## src/rtl/adc_setup_pkg.sv

```systemverilog
package adc_setup_pkg;

    localparam int REG_W     = 8;
    localparam int GAIN_BITS = 3;

    localparam int MODE_HI  = 7;
    localparam int MODE_LO  = 6;
    localparam int GAIN_HI  = 5;
    localparam int GAIN_LO  = 3;
    localparam int CODE_BIT = 2;
    localparam int BUF_BIT  = 1;
    localparam int SYNC_BIT = 0;

    typedef enum logic [1:0] {
        MODE_NORMAL = 2'b00,
        MODE_SELF   = 2'b01,
        MODE_ZSYS   = 2'b10,
        MODE_FSYS   = 2'b11
    } cal_mode_e;

    typedef enum logic [2:0] {
        SQ_HOLD,
        SQ_SETTLE,
        SQ_RUN,
        SQ_ZERO,
        SQ_FULL
    } seq_state_e;

    typedef struct packed {
        seq_state_e state;
        logic       drdy_n;
        logic       two_step;
    } seq_regs_t;

endpackage

```

## src/rtl/adc_setup_reg.sv

```systemverilog
module adc_setup_reg
    import adc_setup_pkg::*;
(
    input  logic             clk,
    input  logic             rst_n,
    input  logic             wr_en_i,
    input  logic [REG_W-1:0] wr_data_i,
    input  logic             cal_done_i,
    output logic [REG_W-1:0] reg_o
);

    localparam logic [REG_W-1:0] RESET_VAL = REG_W'(1) << SYNC_BIT;

    logic [REG_W-1:0] reg_d, reg_q;

    always_comb begin
        reg_d = reg_q;
        if (wr_en_i) begin
            reg_d = wr_data_i;
        end else if (cal_done_i) begin
            reg_d[MODE_HI:MODE_LO] = MODE_NORMAL;
        end
    end

    always_ff @(posedge clk or negedge rst_n) begin
        if (!rst_n) reg_q <= RESET_VAL;
        else        reg_q <= reg_d;
    end

    assign reg_o = reg_q;

    // finishing a calibration leaves the mode field at normal
    assert_mode_clear_R4: assert property (@(posedge clk) disable iff (!rst_n)
        (cal_done_i && !wr_en_i) |=> (reg_q[MODE_HI:MODE_LO] == MODE_NORMAL));

    // a write is reflected exactly on the next cycle
    assert_write_back_R2: assert property (@(posedge clk) disable iff (!rst_n)
        wr_en_i |=> (reg_q == $past(wr_data_i)));

endmodule

```

## src/rtl/adc_period_cnt.sv

```systemverilog
module adc_period_cnt #(
    parameter int MAX_PERIODS = 3,
    localparam int CW = $clog2(MAX_PERIODS + 1)
) (
    input  logic          clk,
    input  logic          rst_n,
    input  logic          clear_i,
    input  logic          strobe_i,
    input  logic [CW-1:0] target_i,
    output logic          done_o
);

    logic [CW-1:0] cnt_d, cnt_q;
    logic          last;

    assign last   = (cnt_q == CW'(target_i - 1'b1));
    assign done_o = strobe_i && last;

    always_comb begin
        cnt_d = cnt_q;
        if (clear_i) begin
            cnt_d = '0;
        end else if (strobe_i) begin
            cnt_d = last ? '0 : cnt_q + 1'b1;
        end
    end

    always_ff @(posedge clk or negedge rst_n) begin
        if (!rst_n) cnt_q <= '0;
        else        cnt_q <= cnt_d;
    end

    // the period count never reaches the longest interval
    assert_cnt_range_R4: assert property (@(posedge clk) disable iff (!rst_n)
        (cnt_q < CW'(MAX_PERIODS)));

endmodule

```

## src/rtl/adc_cal_seq.sv

```systemverilog
module adc_cal_seq
    import adc_setup_pkg::*;
#(
    parameter int STEP_PERIODS   = 3,
    parameter int SETTLE_PERIODS = 3,
    localparam int MAXP = (STEP_PERIODS > SETTLE_PERIODS) ? STEP_PERIODS : SETTLE_PERIODS,
    localparam int CW   = $clog2(MAXP + 1)
) (
    input  logic       clk,
    input  logic       rst_n,
    input  logic       wr_en_i,
    input  logic [1:0] wr_mode_i,
    input  logic       wr_sync_i,
    input  logic       sync_i,
    input  logic       strobe_i,
    input  logic       data_rd_i,
    output logic       cal_done_o,
    output logic       cal_zero_o,
    output logic       cal_full_o,
    output logic       drdy_n_o
);

    seq_regs_t     cur_q, nxt_d;
    logic          cnt_clear;
    logic          cnt_done;
    logic [CW-1:0] cnt_target;
    logic          finish;

    assign cnt_target = (cur_q.state == SQ_SETTLE) ? CW'(SETTLE_PERIODS) : CW'(STEP_PERIODS);

    adc_period_cnt #(.MAX_PERIODS(MAXP)) u_cnt (
        .clk      (clk),
        .rst_n    (rst_n),
        .clear_i  (cnt_clear),
        .strobe_i (strobe_i),
        .target_i (cnt_target),
        .done_o   (cnt_done)
    );

    always_comb begin
        nxt_d  = cur_q;
        finish = 1'b0;

        if (data_rd_i) nxt_d.drdy_n = 1'b1;

        if (wr_en_i) begin
            if (wr_sync_i) begin
                nxt_d.state = SQ_HOLD;
            end else if (cal_mode_e'(wr_mode_i) != MODE_NORMAL) begin
                nxt_d.drdy_n   = 1'b1;
                nxt_d.two_step = (cal_mode_e'(wr_mode_i) == MODE_SELF);
                nxt_d.state    = (cal_mode_e'(wr_mode_i) == MODE_FSYS) ? SQ_FULL : SQ_ZERO;
            end else if (cur_q.state == SQ_HOLD || cur_q.state == SQ_ZERO ||
                         cur_q.state == SQ_FULL) begin
                nxt_d.state = SQ_SETTLE;
            end
        end else begin
            unique case (cur_q.state)
                SQ_HOLD: ;
                SQ_SETTLE: begin
                    if (cnt_done) begin
                        nxt_d.state  = SQ_RUN;
                        nxt_d.drdy_n = 1'b0;
                    end
                end
                SQ_RUN: begin
                    if (strobe_i) nxt_d.drdy_n = 1'b0;
                end
                SQ_ZERO: begin
                    if (cnt_done) begin
                        if (cur_q.two_step) nxt_d.state = SQ_FULL;
                        else                finish      = 1'b1;
                    end
                end
                SQ_FULL: begin
                    if (cnt_done) finish = 1'b1;
                end
                default: nxt_d.state = SQ_HOLD;
            endcase
            if (finish) begin
                nxt_d.state    = SQ_RUN;
                nxt_d.drdy_n   = 1'b0;
                nxt_d.two_step = 1'b0;
            end
        end
    end

    assign cnt_clear  = wr_en_i || (nxt_d.state != cur_q.state);
    assign cal_done_o = finish;

    always_ff @(posedge clk or negedge rst_n) begin
        if (!rst_n) begin
            cur_q.state    <= SQ_HOLD;
            cur_q.drdy_n   <= 1'b1;
            cur_q.two_step <= 1'b0;
        end else begin
            cur_q <= nxt_d;
        end
    end

    assign cal_zero_o = (cur_q.state == SQ_ZERO);
    assign cal_full_o = (cur_q.state == SQ_FULL);
    assign drdy_n_o   = cur_q.drdy_n;

    // data-ready is never low while a calibration step is active
    assert_drdy_cal_R5: assert property (@(posedge clk) disable iff (!rst_n)
        (cal_zero_o || cal_full_o) |-> drdy_n_o);

    // sync set in the register means the sequencer is holding
    assert_sync_hold_R6: assert property (@(posedge clk) disable iff (!rst_n)
        sync_i |-> (cur_q.state == SQ_HOLD));

    // a strobe in normal running makes a result available
    assert_strobe_ready_R8: assert property (@(posedge clk) disable iff (!rst_n)
        (cur_q.state == SQ_RUN && strobe_i && !wr_en_i) |=> !drdy_n_o);

    // holding does not disturb a low data-ready
    assert_hold_keep_R9: assert property (@(posedge clk) disable iff (!rst_n)
        (cur_q.state == SQ_HOLD && !drdy_n_o && !data_rd_i && !wr_en_i) |=> !drdy_n_o);

    // a calibration write starts a step with data-ready high
    assert_cal_start_R10: assert property (@(posedge clk) disable iff (!rst_n)
        (wr_en_i && !wr_sync_i && wr_mode_i != 2'b00) |=> (drdy_n_o && (cal_zero_o || cal_full_o)));

    // at most one step indicator at a time
    assert_one_step_R3: assert property (@(posedge clk) disable iff (!rst_n)
        $onehot0({cal_zero_o, cal_full_o}));

endmodule

```

## src/rtl/adc_setup_seq.sv

```systemverilog
module adc_setup_seq
    import adc_setup_pkg::*;
#(
    parameter int STEP_PERIODS   = 3,
    parameter int SETTLE_PERIODS = 3,
    localparam int FACT_W = 1 << GAIN_BITS
) (
    input  logic                 clk,
    input  logic                 rst_n,
    input  logic                 wr_en,
    input  logic [REG_W-1:0]     wr_data,
    output logic [REG_W-1:0]     rd_data,
    input  logic                 upd_strobe,
    input  logic                 data_rd,
    output logic [GAIN_BITS-1:0] gain_code,
    output logic [FACT_W-1:0]    gain_factor,
    output logic                 unipolar,
    output logic                 buf_en,
    output logic                 filt_rst,
    output logic                 cal_zero,
    output logic                 cal_full,
    output logic                 drdy_n
);

    logic [REG_W-1:0] cfg;
    logic             cal_done;

    adc_setup_reg u_reg (
        .clk        (clk),
        .rst_n      (rst_n),
        .wr_en_i    (wr_en),
        .wr_data_i  (wr_data),
        .cal_done_i (cal_done),
        .reg_o      (cfg)
    );

    adc_cal_seq #(
        .STEP_PERIODS   (STEP_PERIODS),
        .SETTLE_PERIODS (SETTLE_PERIODS)
    ) u_seq (
        .clk        (clk),
        .rst_n      (rst_n),
        .wr_en_i    (wr_en),
        .wr_mode_i  (wr_data[MODE_HI:MODE_LO]),
        .wr_sync_i  (wr_data[SYNC_BIT]),
        .sync_i     (cfg[SYNC_BIT]),
        .strobe_i   (upd_strobe),
        .data_rd_i  (data_rd),
        .cal_done_o (cal_done),
        .cal_zero_o (cal_zero),
        .cal_full_o (cal_full),
        .drdy_n_o   (drdy_n)
    );

    assign rd_data   = cfg;
    assign gain_code = cfg[GAIN_HI:GAIN_LO];
    assign unipolar  = cfg[CODE_BIT];
    assign buf_en    = cfg[BUF_BIT];
    assign filt_rst  = cfg[SYNC_BIT];

    generate
        for (genvar i = 0; i < FACT_W; i++) begin : g_gain
            assign gain_factor[i] = (gain_code == GAIN_BITS'(i));
        end
    endgenerate

    // the decoded gain is always a single power of two
    assert_gain_onehot_R2: assert property (@(posedge clk) disable iff (!rst_n)
        ($countones(gain_factor) == 1));

endmodule

```

## config.mk

```make
export PLATFORM = sky130hd
export DESIGN_NAME = adc_setup_seq
export DESIGN_NICKNAME = d
export VERILOG_FILES = /design/src/rtl/adc_setup_pkg.sv /design/src/rtl/adc_setup_reg.sv /design/src/rtl/adc_period_cnt.sv /design/src/rtl/adc_cal_seq.sv /design/src/rtl/adc_setup_seq.sv
export SDC_FILE = /design/constraint.sdc
export NUM_CORES = 1
export LEC_CHECK = 0
export BUFFER_PORTS_ARGS = -buffer_cell sky130_fd_sc_hd__clkbuf_2
export CORE_UTILIZATION = 25
export CTS_BUF_LIST = sky130_fd_sc_hd__clkbuf_4 sky130_fd_sc_hd__clkbuf_8
export DETAILED_ROUTE_END_ITERATION = 8
export PLACE_DENSITY = 0.49
export SLEW_MARGIN = 30
export SYNTH_ARGS = -nofsm -noshare
export SYNTH_HDL_FRONTEND = slang
export SYNTH_HIERARCHICAL = 1
export SYNTH_SLANG_ARGS = --single-unit
export TNS_END_PERCENT = 1
```

## constraint.sdc

```tcl
create_clock -name clk -period 3.4 [get_ports clk]
set_clock_uncertainty 0.1 [all_clocks]
set_input_delay 1.02 -clock clk [delete_from_list [all_inputs] [get_ports clk]]
set_output_delay 1.02 -clock clk [all_outputs]
set_load 0.1 [all_outputs]
```

==> results of run 1 <==
==> layout by cell type (no fill, tap or decap), types with 2 or more instances in the layout <==
| cell | synthesis | final |
|---|---|---|
| sky130_fd_sc_hd__nor2_1 | 5 | 5 |
| sky130_fd_sc_hd__nand3b_1 | 2 | 2 |
| sky130_fd_sc_hd__or3_1 | 2 | 2 |
| sky130_fd_sc_hd__o21ai_0 | 2 | 2 |
| sky130_fd_sc_hd__a31oi_1 | 2 | 2 |
| sky130_fd_sc_hd__a21oi_1 | 2 | 2 |
| sky130_fd_sc_hd__clkbuf_8 | 0 | 3 |
| sky130_fd_sc_hd__inv_1 | 4 | 4 |
| sky130_fd_sc_hd__a21boi_0 | 2 | 2 |
| sky130_fd_sc_hd__conb_1 | 1 | 6 |
| sky130_fd_sc_hd__nor2b_1 | 2 | 2 |
| sky130_fd_sc_hd__o21a_1 | 3 | 3 |
| sky130_fd_sc_hd__nand2b_1 | 4 | 4 |
| sky130_fd_sc_hd__or2b_1 | 2 | 2 |
| sky130_fd_sc_hd__nand2_1 | 2 | 2 |
| sky130_fd_sc_hd__o32ai_1 | 2 | 2 |
| sky130_fd_sc_hd__dfrtp_1 | 13 | 13 |
| sky130_fd_sc_hd__o21ai_1 | 2 | 2 |
| sky130_fd_sc_hd__nor3b_2 | 0 | 3 |
| sky130_fd_sc_hd__clkbuf_2 | 0 | 37 |
| sky130_fd_sc_hd__mux2_4 | 6 | 6 |
| sky130_fd_sc_hd__dfstp_2 | 2 | 2 |
| sky130_fd_sc_hd__and3b_2 | 4 | 4 |
==> per-layer routing <==
metal  wire length (um)  GRT usage (%)  vias up
met3                 71           3.17        2
met2               1040           17.4       18
met5                  0              0        -
met4                 27           3.89        0
met1                983           14.0      397
li1                   -              -      406
==> worst max-delay path: stages, from the launching register on <==
cell and delay, ns:
sky130_fd_sc_hd__dfrtp_1 0.49, sky130_fd_sc_hd__nor3b_1 0.32, sky130_fd_sc_hd__clkbuf_2 0.51
==> flip-flops by register name, summed over array words and instances, names as in the netlist <==
signal and cells:
u_seq/u_cnt/cnt_q 2, u_seq/cur_q 4, u_reg/reg_o 8, u_seq/drdy_n_o 1
==> kinds of logic after synthesis <==
group	count (synthesis)
AOI/OAI and AO/OA	23
other	1
buffers and inverters	13
xor gates and xnor gates	1
DFF	15
muxes	6
and+or+nand+nor	35
==> worst min path at each step <==
stage	end	cells after the start	from
floorplan	u_seq/u_cnt/cnt_q[1]	1	u_seq/u_cnt/cnt_q[1]
global placement	u_seq/u_cnt/cnt_q[1]	1	u_seq/u_cnt/cnt_q[1]
detailed placement	u_seq/u_cnt/cnt_q[1]	1	u_seq/u_cnt/cnt_q[1]
CTS	u_seq/u_cnt/cnt_q[1]	1	u_seq/u_cnt/cnt_q[1]
global route	u_reg/reg_o[1]	1	u_reg/reg_o[1]
finish	u_seq/u_cnt/cnt_q[1]	1	u_seq/u_cnt/cnt_q[1]
==> power by group through the flow <==
stage,clock network (W),registers [W],logic [W]
6_report,0.000152,0.000225,0.000294
5_1_grt,0.000167,0.000229,0.000307
4_1_cts,0.000161,0.000224,0.000295
3_5_place_dp,0,0.000228,0.000295
3_3_place_gp,0,0.000226,0.000295
2_1_floorplan,0,0.000296,0.000192
==> metrics by stage <==
step / total power, W / worst slack [ns] / hold WS (ns) / setup TNS, ns / area (sq um)
5_1_grt: 0.000703 / 0.643 / 0.466 / 0 / 1230
3_5_place_dp: 0.000523 / 0.891 / 0.420 / 0 / 1180
4_1_cts: 0.000681 / 0.702 / 0.432 / 0 / 1230
2_1_floorplan: 0.000489 / -0.502 / 0.376 / -1.84 / 1010
6_report: 0.000671 / 0.716 / 0.433 / 0 / 1230
3_3_place_gp: 0.000521 / 0.983 / 0.408 / 0 / 1180
==> final cells by class <==
cell class / count / area [sq um] / share of cell area [%]
Multi-Input combinational cell: 71 / 546 / 44.3
Sequential cell: 15 / 378 / 30.7
Timing Repair Buffer: 37 / 185 / 15.0
Tap cell: 48 / 60.1 / 4.87
Clock buffer: 4 / 48.8 / 3.96
Inverter: 4 / 15.0 / 1.22
==> metrics, run 1 <==
result of the run=finished, final reports clean; crit path launch=u_seq/cur_q[3]; pwr/cell area=between 500 and 600 nW/um^2; area of the core region=around 3700 sq um; deepest clock path buffer count=2; fraction of the yosys area taken by sequential cells=between 30% and 40%; layout overhead on the synthesized area=26.4%; Static Leakage=0.612 nW; count of final max-slew check failures=0; reg-to-reg endpoint=u_seq/u_cnt/cnt_q[1]; full die area=slightly above 4000 sq um; portion of synthesized cell area occupied by the leading cell type=between 30 and 40%; number of buffers added by the clock tree synthesis step=3; Synth Area in Compound Gates=between 10% and 20%; number of buffer cells added on primary ports=37; unrepaired setup endpoints after global routing=false; share of synthesized cell area in and, or, nand and nor gates=about a quarter; TritonCTS clock tree=yes; residual DRC count=0; hold bufs inserted after CTS=0; die boundary height=between 60 and 70 um; Worst Reg2Reg Path Length in Cells=7; GRT overflow=0; Mean Syn Cell Area=a little over 10 sq um; layout cells sized above 1=46.6%; effective utilization at floorplan=a little over a quarter; detailed-routing iteration count for the pre-antenna-repair pass=4; transition at the pin with the smallest max-transition slack=0.548 ns; worst IR drop on VDD=0.174 mV; post-CTS clock slew at the launch and capture registers of the worst setup and hold paths=~0.06 ns; final antenna diode count=0; global-route wire length before repair=~3500 um; flop-to-flop setup slack=roughly 1.4 ns; sequential share of power=roughly 34%; cell row count=22; number of warnings reported in the yosys synthesis log=6; antenna violations before repair=0; type of destination of the critical path=primary output; placed cells=approximately 180; gate count after technology mapping=94; final routed wirelength across all metal layers=~2100 um; critical path peak fanout=11; critical path start-end classification=flip-flop to primary output; internal cell power=about 0.00035 W; cell type with the highest aggregate area in the netlist=sky130_fd_sc_hd__dfrtp_1; Hold Path Class=flip-flop to flip-flop; number of global-route vias before repair=between 700 and 800; last weighted congestion value of the routability-driven placer=a little over 0.8; Post-synth top flop=sky130_fd_sc_hd__dfrtp_1; CTS Root Buffer Type=sky130_fd_sc_hd__clkbuf_8; number of enable flip-flop cells after synthesis=0; later-pin clock latency in the skew report=roughly 0.24 ns; count of cells resized by post-cts repair=0; max-capacitance violation count=0; synthesized-area fraction occupied by adder cells=0%; routed vias/inst=4.60; HPWL Detailed=around 1600 um; share of flip-flops with an asynchronous set or reset after synthesis=100%; Gate power share=between 40% and 50%; Cell variety after synth=40; maximum number of pins on one net before global-route repair=18; antenna violation net count after detailed routing=0; shortest clock period the worst path allows after layout=about 2.7 ns; xor/xnor cell area share of the yosys netlist=less than 1%; final layout net count=145; DIE WIDTH=~64 um; H-tree level count=1; main combinational cell family by area after synthesis=simple AND/OR/NAND/NOR gates; switching portion of total power=~48%; Startpoint Class=flip-flop; number of top-level pins=38; total of endpoints with negative setup slack in the final report=0; proportion of synthesized area in mux cells=under 10%; data arrival time of the critical path=around 1.6 ns; post-layout util=33.4%; Post-Layout Cell Count=179; GR Util All Layers=around 11%; net switching power=0.000324 W; headroom to the max-slew limit=63.6%; clock net sink count=15; synthesized cell area=975 sq um; hold violation total from the final report=0; maximum clock frequency=373 MHz; critical path capture point=cal_full; drt first-iter violations=13; launch instance of the worst register-to-register path=u_seq/u_cnt/cnt_q[1]; portion of total power attributed to the clock network=around 23%; library cell with the highest instance count after synthesis=sky130_fd_sc_hd__dfrtp_1; Post-CTS Setup Bufs=0; Worst Path Required=approximately 2.3 ns; most common library cells after synthesis=sky130_fd_sc_hd__dfrtp_1, sky130_fd_sc_hd__buf_4, sky130_fd_sc_hd__mux2_4, sky130_fd_sc_hd__nor2_1; number of filler instances in the final layout=394; top post-synthesis cells by area=sky130_fd_sc_hd__dfrtp_1, sky130_fd_sc_hd__mux2_4, sky130_fd_sc_hd__buf_4; wire length per cell=~12 um; detailed-route via count=823; share of the cycle needed by the critical path after routing=between 70% and 80%; number of synthesized register bits=15
Power figures use the tool's default switching activity.
==> run 2, diff against run 1 <==
ABC_AREA = 1   (was default)
PLACE_DENSITY = 0.48   (was 0.49)
clock period = 2.6 ns   (was 3.4 ns; I/O delays follow)
==> run 2 against run 1 <==
Count of clock-buffer cells in the layout shrank 1. Register-to-register slack lost 1.1 ns. Combinational power grew 53%. Synthesized cell count grew 56%. Sequential power grew 38%. Global-route usage grew 1.4 points.
==> metrics, run 2 <==
result of the run=finished, final reports clean; post-layout util=34.9%; layout overhead on the synthesized area=31.7%; critical path start-end classification=flip-flop to primary output; gate count after technology mapping=about 150; crit path launch=u_seq/cur_q[3]; Hold Path Class=input pin to async pin; WP depth=4; DIE WIDTH=~65 um; type of destination of the critical path=primary output; wire length per cell=10.2 um; top post-synthesis cells by area=sky130_fd_sc_hd__dfrtp_1, sky130_fd_sc_hd__nand2_1, sky130_fd_sc_hd__inv_1; total of endpoints with negative setup slack in the final report=0; antenna violation net count after detailed routing=0; CTS Root Buffer Type=sky130_fd_sc_hd__clkbuf_8; share of the cycle needed by the critical path after routing=91.9%; transition at the pin with the smallest max-transition slack=around 0.55 ns; maximum clock frequency=418 MHz; maximum number of pins on one net before global-route repair=16; Post-CTS Setup Bufs=0; cell type with the highest aggregate area in the netlist=sky130_fd_sc_hd__dfrtp_1; area post-placement=between 1000 and 1500 sq um; final antenna diode count=0; count of cells resized by post-cts repair=0; count of final max-slew check failures=0; Static Leakage=between 0.7 and 0.8 nW; worst hold slack across all endpoints=roughly 0.33 ns; GRT overflow=0; Critical-path top delay cell=sky130_fd_sc_hd__dfrtp_1; number of top-level pins=38; layout cells sized above 1=36.2%; number of global-route vias before repair=a little over 900; Mean Syn Cell Area=about 6.7 sq um; later-pin clock latency in the skew report=about 0.25 ns; detailed-routing iteration count for the pre-antenna-repair pass=4; data arrival time of the critical path=approximately 1.5 ns; antenna violations before repair=0; GR Util All Layers=12.3%; number of buffer cells added on primary ports=37; Worst Path Required=1.72 ns; headroom to the max-slew limit=between 60% and 70%; portion of synthesized cell area occupied by the leading cell type=around 33%; most common library cell in the layout ignoring fill and taps=sky130_fd_sc_hd__clkbuf_2; hold violation total from the final report=0; area of the core region=3720 sq um; unrepaired setup endpoints after global routing=false; H-tree level count=1; reg-to-reg endpoint=u_seq/u_cnt/cnt_q[1]; synthesized cell area=986 sq um; critical path peak fanout=7; max FFs per register=8; routed vias/inst=4.29; Worst Reg2Reg Path Length in Cells=13; Place WS=~0.047 ns; effective utilization at floorplan=between 20% and 30%; commonest cells after routing, fill and taps aside=sky130_fd_sc_hd__clkbuf_2, sky130_fd_sc_hd__nand2_1, sky130_fd_sc_hd__inv_1, sky130_fd_sc_hd__o21ai_0, sky130_fd_sc_hd__dfrtp_1; Post-Layout Cell Count=between 200 and 250; number of warnings reported in the yosys synthesis log=6; number of synthesized register bits=15; post-route setup slack=roughly 0.21 ns; fraction of the yosys area taken by sequential cells=roughly two fifths; die boundary height=between 60 and 70 um; Worst Path Buf+Inv=2; largest delay contributor family on the critical path=buffers and inverters; launch instance of the worst register-to-register path=u_seq/u_cnt/cnt_q[0]; residual DRC count=0; pwr/cell area=738 nW/um^2; flop-to-flop setup slack=about 0.29 ns; max-capacitance violation count=0; library cell with the highest instance count after synthesis=sky130_fd_sc_hd__nand2_1; number of enable flip-flop cells after synthesis=0; number of buffers added by the clock tree synthesis step=3; clock net sink count=15; most common library cells after synthesis=sky130_fd_sc_hd__nand2_1, sky130_fd_sc_hd__inv_1, sky130_fd_sc_hd__nor2_1, sky130_fd_sc_hd__dfrtp_1, sky130_fd_sc_hd__o21ai_0; worst IR drop on VDD=about 0.34 mV; deepest clock path buffer count=2; detailed-route via count=999; global-route wire length before repair=about 4000 um; Cell variety after synth=22; post-CTS clock slew at the launch and capture registers of the worst setup and hold paths=about 0.070 ns; last weighted congestion value of the routability-driven placer=0.831; HPWL Detailed=between 1500 and 2000 um; drt first-iter violations=37; hold bufs inserted after CTS=0; share of flip-flops with an asynchronous set or reset after synthesis=between 90% and 100%; shortest clock period the worst path allows after layout=2.39 ns; Post-synth top flop=sky130_fd_sc_hd__dfrtp_1; peak per-stage delay on the critical path=0.45 ns; total non-filler cell area in the finished layout=~1300 sq um; Startpoint Class=flip-flop; Critical Path, Cell by Cell=nor2_1 > nand2_1 > inv_1 > clkbuf_2; full die area=4200 sq um; final routed wirelength across all metal layers=between 2000 and 2500 um; cell row count=22; TritonCTS clock tree=yes; final layout net count=roughly 200; critical path capture point=cal_full; placed cells=229
==> run 2: how the worst min path moves through the flow <==
stage | from | end | slack, ns | cells after the start
3_3_place_gp | u_reg/reg_o[6] | u_reg/reg_o[6] | 0.36 | 2
2_1_floorplan | rst_n | u_reg/reg_o[1] | 0.38 | 0
4_1_cts | rst_n | u_reg/reg_o[1] | 0.35 | 1
3_5_place_dp | u_reg/reg_o[7] | u_reg/reg_o[7] | 0.37 | 2
5_1_grt | rst_n | u_reg/reg_o[6] | 0.35 | 1
6_report | rst_n | u_reg/reg_o[7] | 0.33 | 1
==> run 2: final cells by class <==
| cell class | instances | area, sq um |
|---|---|---|
| clock buffers | 3 | 41.3 |
| well taps | 48 | 60.1 |
| fillers | 406 | 2420 |
| clock inverters | 1 | 7.51 |
| multi-input cells | 102 | 520 |
| inverters | 26 | 97.6 |
| flip-flops and latches | 15 | 379 |
| repair buffers | 38 | 193 |
==> run 2: cells by family after synthesis <==
kind of cell | after synthesis | synth area share [%]
AO/OA/AOI/OAI | 22 | 11.9
buffers and inverters | 33 | 15.6
flip-flops | 15 | 38.3
other | 1 | 0.380
AND/OR/NAND/NOR | 76 | 33.8
==> run 2: report_power, final <==
group,switching [W],internal (W),total (W)
sequential,0.0000415,0.000269,0.000310
clock,0.0000905,0.000108,0.000198
combinational,0.000366,0.0000842,0.000450
total,0.000498,0.000461,0.000959
==> run 2: per-stage QoR <==
stage          setup TNS (ns)  total power (W)
3_3_place_gp                0         0.000760
5_1_grt                     0          0.00102
4_1_cts                     0         0.000968
3_5_place_dp                0         0.000764
2_1_floorplan          -0.603         0.000699
6_report                    0         0.000959
==> run 2: routing by layer <==
metal / vias to the layer above / track usage (%) / routed length (um)
met5: - / 0 / 0
met4: 0 / 7.50 / 40
met3: 4 / 2.29 / 129
met2: 31 / 19.9 / 1120
met1: 444 / 15.0 / 1080
li1: 520 / - / -
==> run 3, diff against run 2 <==
CORE_ASPECT_RATIO = 1.5   (was default)
TNS_END_PERCENT = default   (was 1)
==> run 3 against run 2 <==
Routed wire length hardly changed. Global-route usage up 0.076 points. Critical path depth is the same. Hold slack gained 0.0055 ns. Setup slack gained 0.011 ns. Via count increased by 0.60%. Die area rose by 0.12%.
==> metrics, run 3 (synthesized netlist as in run 2, its figures left out) <==
clock net sink count=15; critical path peak fanout=7; wire length per cell=about 10 um; largest delay contributor family on the critical path=buffers and inverters; Post-CTS Setup Bufs=0; transition at the pin with the smallest max-transition slack=0.543 ns; Final Total Pwr=between 0.0009 and 0.001 W; max FFs per register=8; die boundary height=78.9 um; final antenna diode count=0; unrepaired setup endpoints after global routing=false; GR Util All Layers=12.4%; maximum clock frequency=around 420 MHz; TritonCTS clock tree=yes; layout overhead on the synthesized area=31.3%; Startpoint Class=flip-flop; post-CTS clock slew at the launch and capture registers of the worst setup and hold paths=roughly 0.06 ns; cell row count=27; full die area=~4200 sq um; effective utilization at floorplan=roughly a quarter; footprint of the flip-flops and latches=around 380 sq um; HPWL Detailed=1980 um; commonest cells after routing, fill and taps aside=sky130_fd_sc_hd__clkbuf_2, sky130_fd_sc_hd__nand2_1, sky130_fd_sc_hd__inv_1, sky130_fd_sc_hd__o21ai_0; Worst Path Buf+Inv=2; worst IR drop on VDD=~0.35 mV; Critical Path, Cell by Cell=nor2_1 > nand2_1 > inv_1 > clkbuf_2; Static Leakage=0.725 nW; max-capacitance violation count=0; share of the cycle needed by the critical path after routing=between 90% and 100%; Worst Path Required=roughly 1.7 ns; shortest clock period the worst path allows after layout=2.38 ns; number of filler instances in the final layout=435; placed cells=about 220; global-route wire length before repair=about 3900 um; antenna violation net count after detailed routing=0; number of global-route vias before repair=approximately 960; drt first-iter violations=13; post-route setup TNS=0 ns; hold violation total from the final report=0; area of the multi-input gates=520 sq um; hold bufs inserted after CTS=0; Critical-path top delay cell=sky130_fd_sc_hd__dfrtp_1; routed vias/inst=4.41; data arrival time of the critical path=1.50 ns; later-pin clock latency in the skew report=between 0.2 and 0.25 ns; deepest clock path buffer count=2; detailed-route via count=1005; type of destination of the critical path=primary output; last weighted congestion value of the routability-driven placer=~0.94; Hold Path Class=input pin to async pin; final routed wirelength across all metal layers=between 2000 and 2500 um; total of endpoints with negative setup slack in the final report=0; layout cells sized above 1=37.3%; result of the run=finished, final reports clean; residual DRC count=0; crit path launch=u_seq/cur_q[3]; count of final max-slew check failures=0; most common library cell in the layout ignoring fill and taps=sky130_fd_sc_hd__clkbuf_2; maximum number of pins on one net before global-route repair=16; final layout net count=~200; launch instance of the worst register-to-register path=u_seq/u_cnt/cnt_q[0]; number of top-level pins=38; antenna violations before repair=0; area of the core region=~3700 sq um; detailed-routing iteration count for the pre-antenna-repair pass=4; number of buffers added by the clock tree synthesis step=3; pwr/cell area=between 700 and 800 nW/um^2; Post-Layout Cell Count=228; critical path start-end classification=flip-flop to primary output; count of cells resized by post-cts repair=0; peak per-stage delay on the critical path=between 0.4 and 0.5 ns; CTS Root Buffer Type=sky130_fd_sc_hd__clkbuf_8; number of buffer cells added on primary ports=37; GRT overflow=0; DIE WIDTH=roughly 53 um; H-tree level count=1; headroom to the max-slew limit=between 60% and 70%
-- run 3: cell types whose count changed in the layout (fill, tap and decap cells not counted) --
cell and change:
sky130_fd_sc_hd__dfrtp_1 -2, sky130_fd_sc_hd__dfrtp_2 +2, sky130_fd_sc_hd__clkinvlp_4 -1, sky130_fd_sc_hd__clkbuf_4 +1
-- run 3: final timing paths --
check	end	cells past startpoint	slack [ns]
worst max-delay path	cal_full	4	0.22
worst min-delay path	u_seq/cur_q[4]	1	0.34
worst max register to register	u_seq/u_cnt/cnt_q[1]	13	0.32
worst min register to register	u_reg/reg_o[6]	2	0.38
max in group asynchronous	u_reg/reg_o[0]	1	1.75
min in group clk	u_reg/reg_o[6]	2	0.38
-- run 3: power breakdown --
part           total, W  switching [W]  internal, W
logic          0.000447       0.000362    0.0000842
registers      0.000313      0.0000430     0.000270
clock network  0.000195      0.0000762     0.000119
total          0.000954       0.000482     0.000473
-- run 3: cell type report --
class	instances	area share, %
flip-flops and latches	15	29.5
well taps	43	4.15
multi-input cells	102	40.2
clock buffers	4	3.77
repair buffers	38	14.9
inverters	26	7.54
-- run 3: per-stage QoR --
stage | setup slack [ns] | utilization [%] | cell area, sq um | hold WS [ns]
floorplan | 0.0656 | - | 1060 | 0.384
global placement | 0.122 | 33.5 | 1250 | 0.355
detailed placement | 0.0736 | 33.5 | 1250 | 0.365
CTS | 0.213 | 34.8 | 1290 | 0.352
global route | 0.0461 | 34.8 | 1290 | 0.365
finish | 0.221 | 34.8 | 1290 | 0.339
-- run 3: layer usage --
layer / vias to the layer above / track usage (%) / share of wire, %
met3: 8 / 1.72 / 4.9
met5: - / 0 / 0
li1: 520 / - / -
met2: 31 / 21.6 / 52
met4: 0 / 8.16 / 3.5
met1: 446 / 13.1 / 39
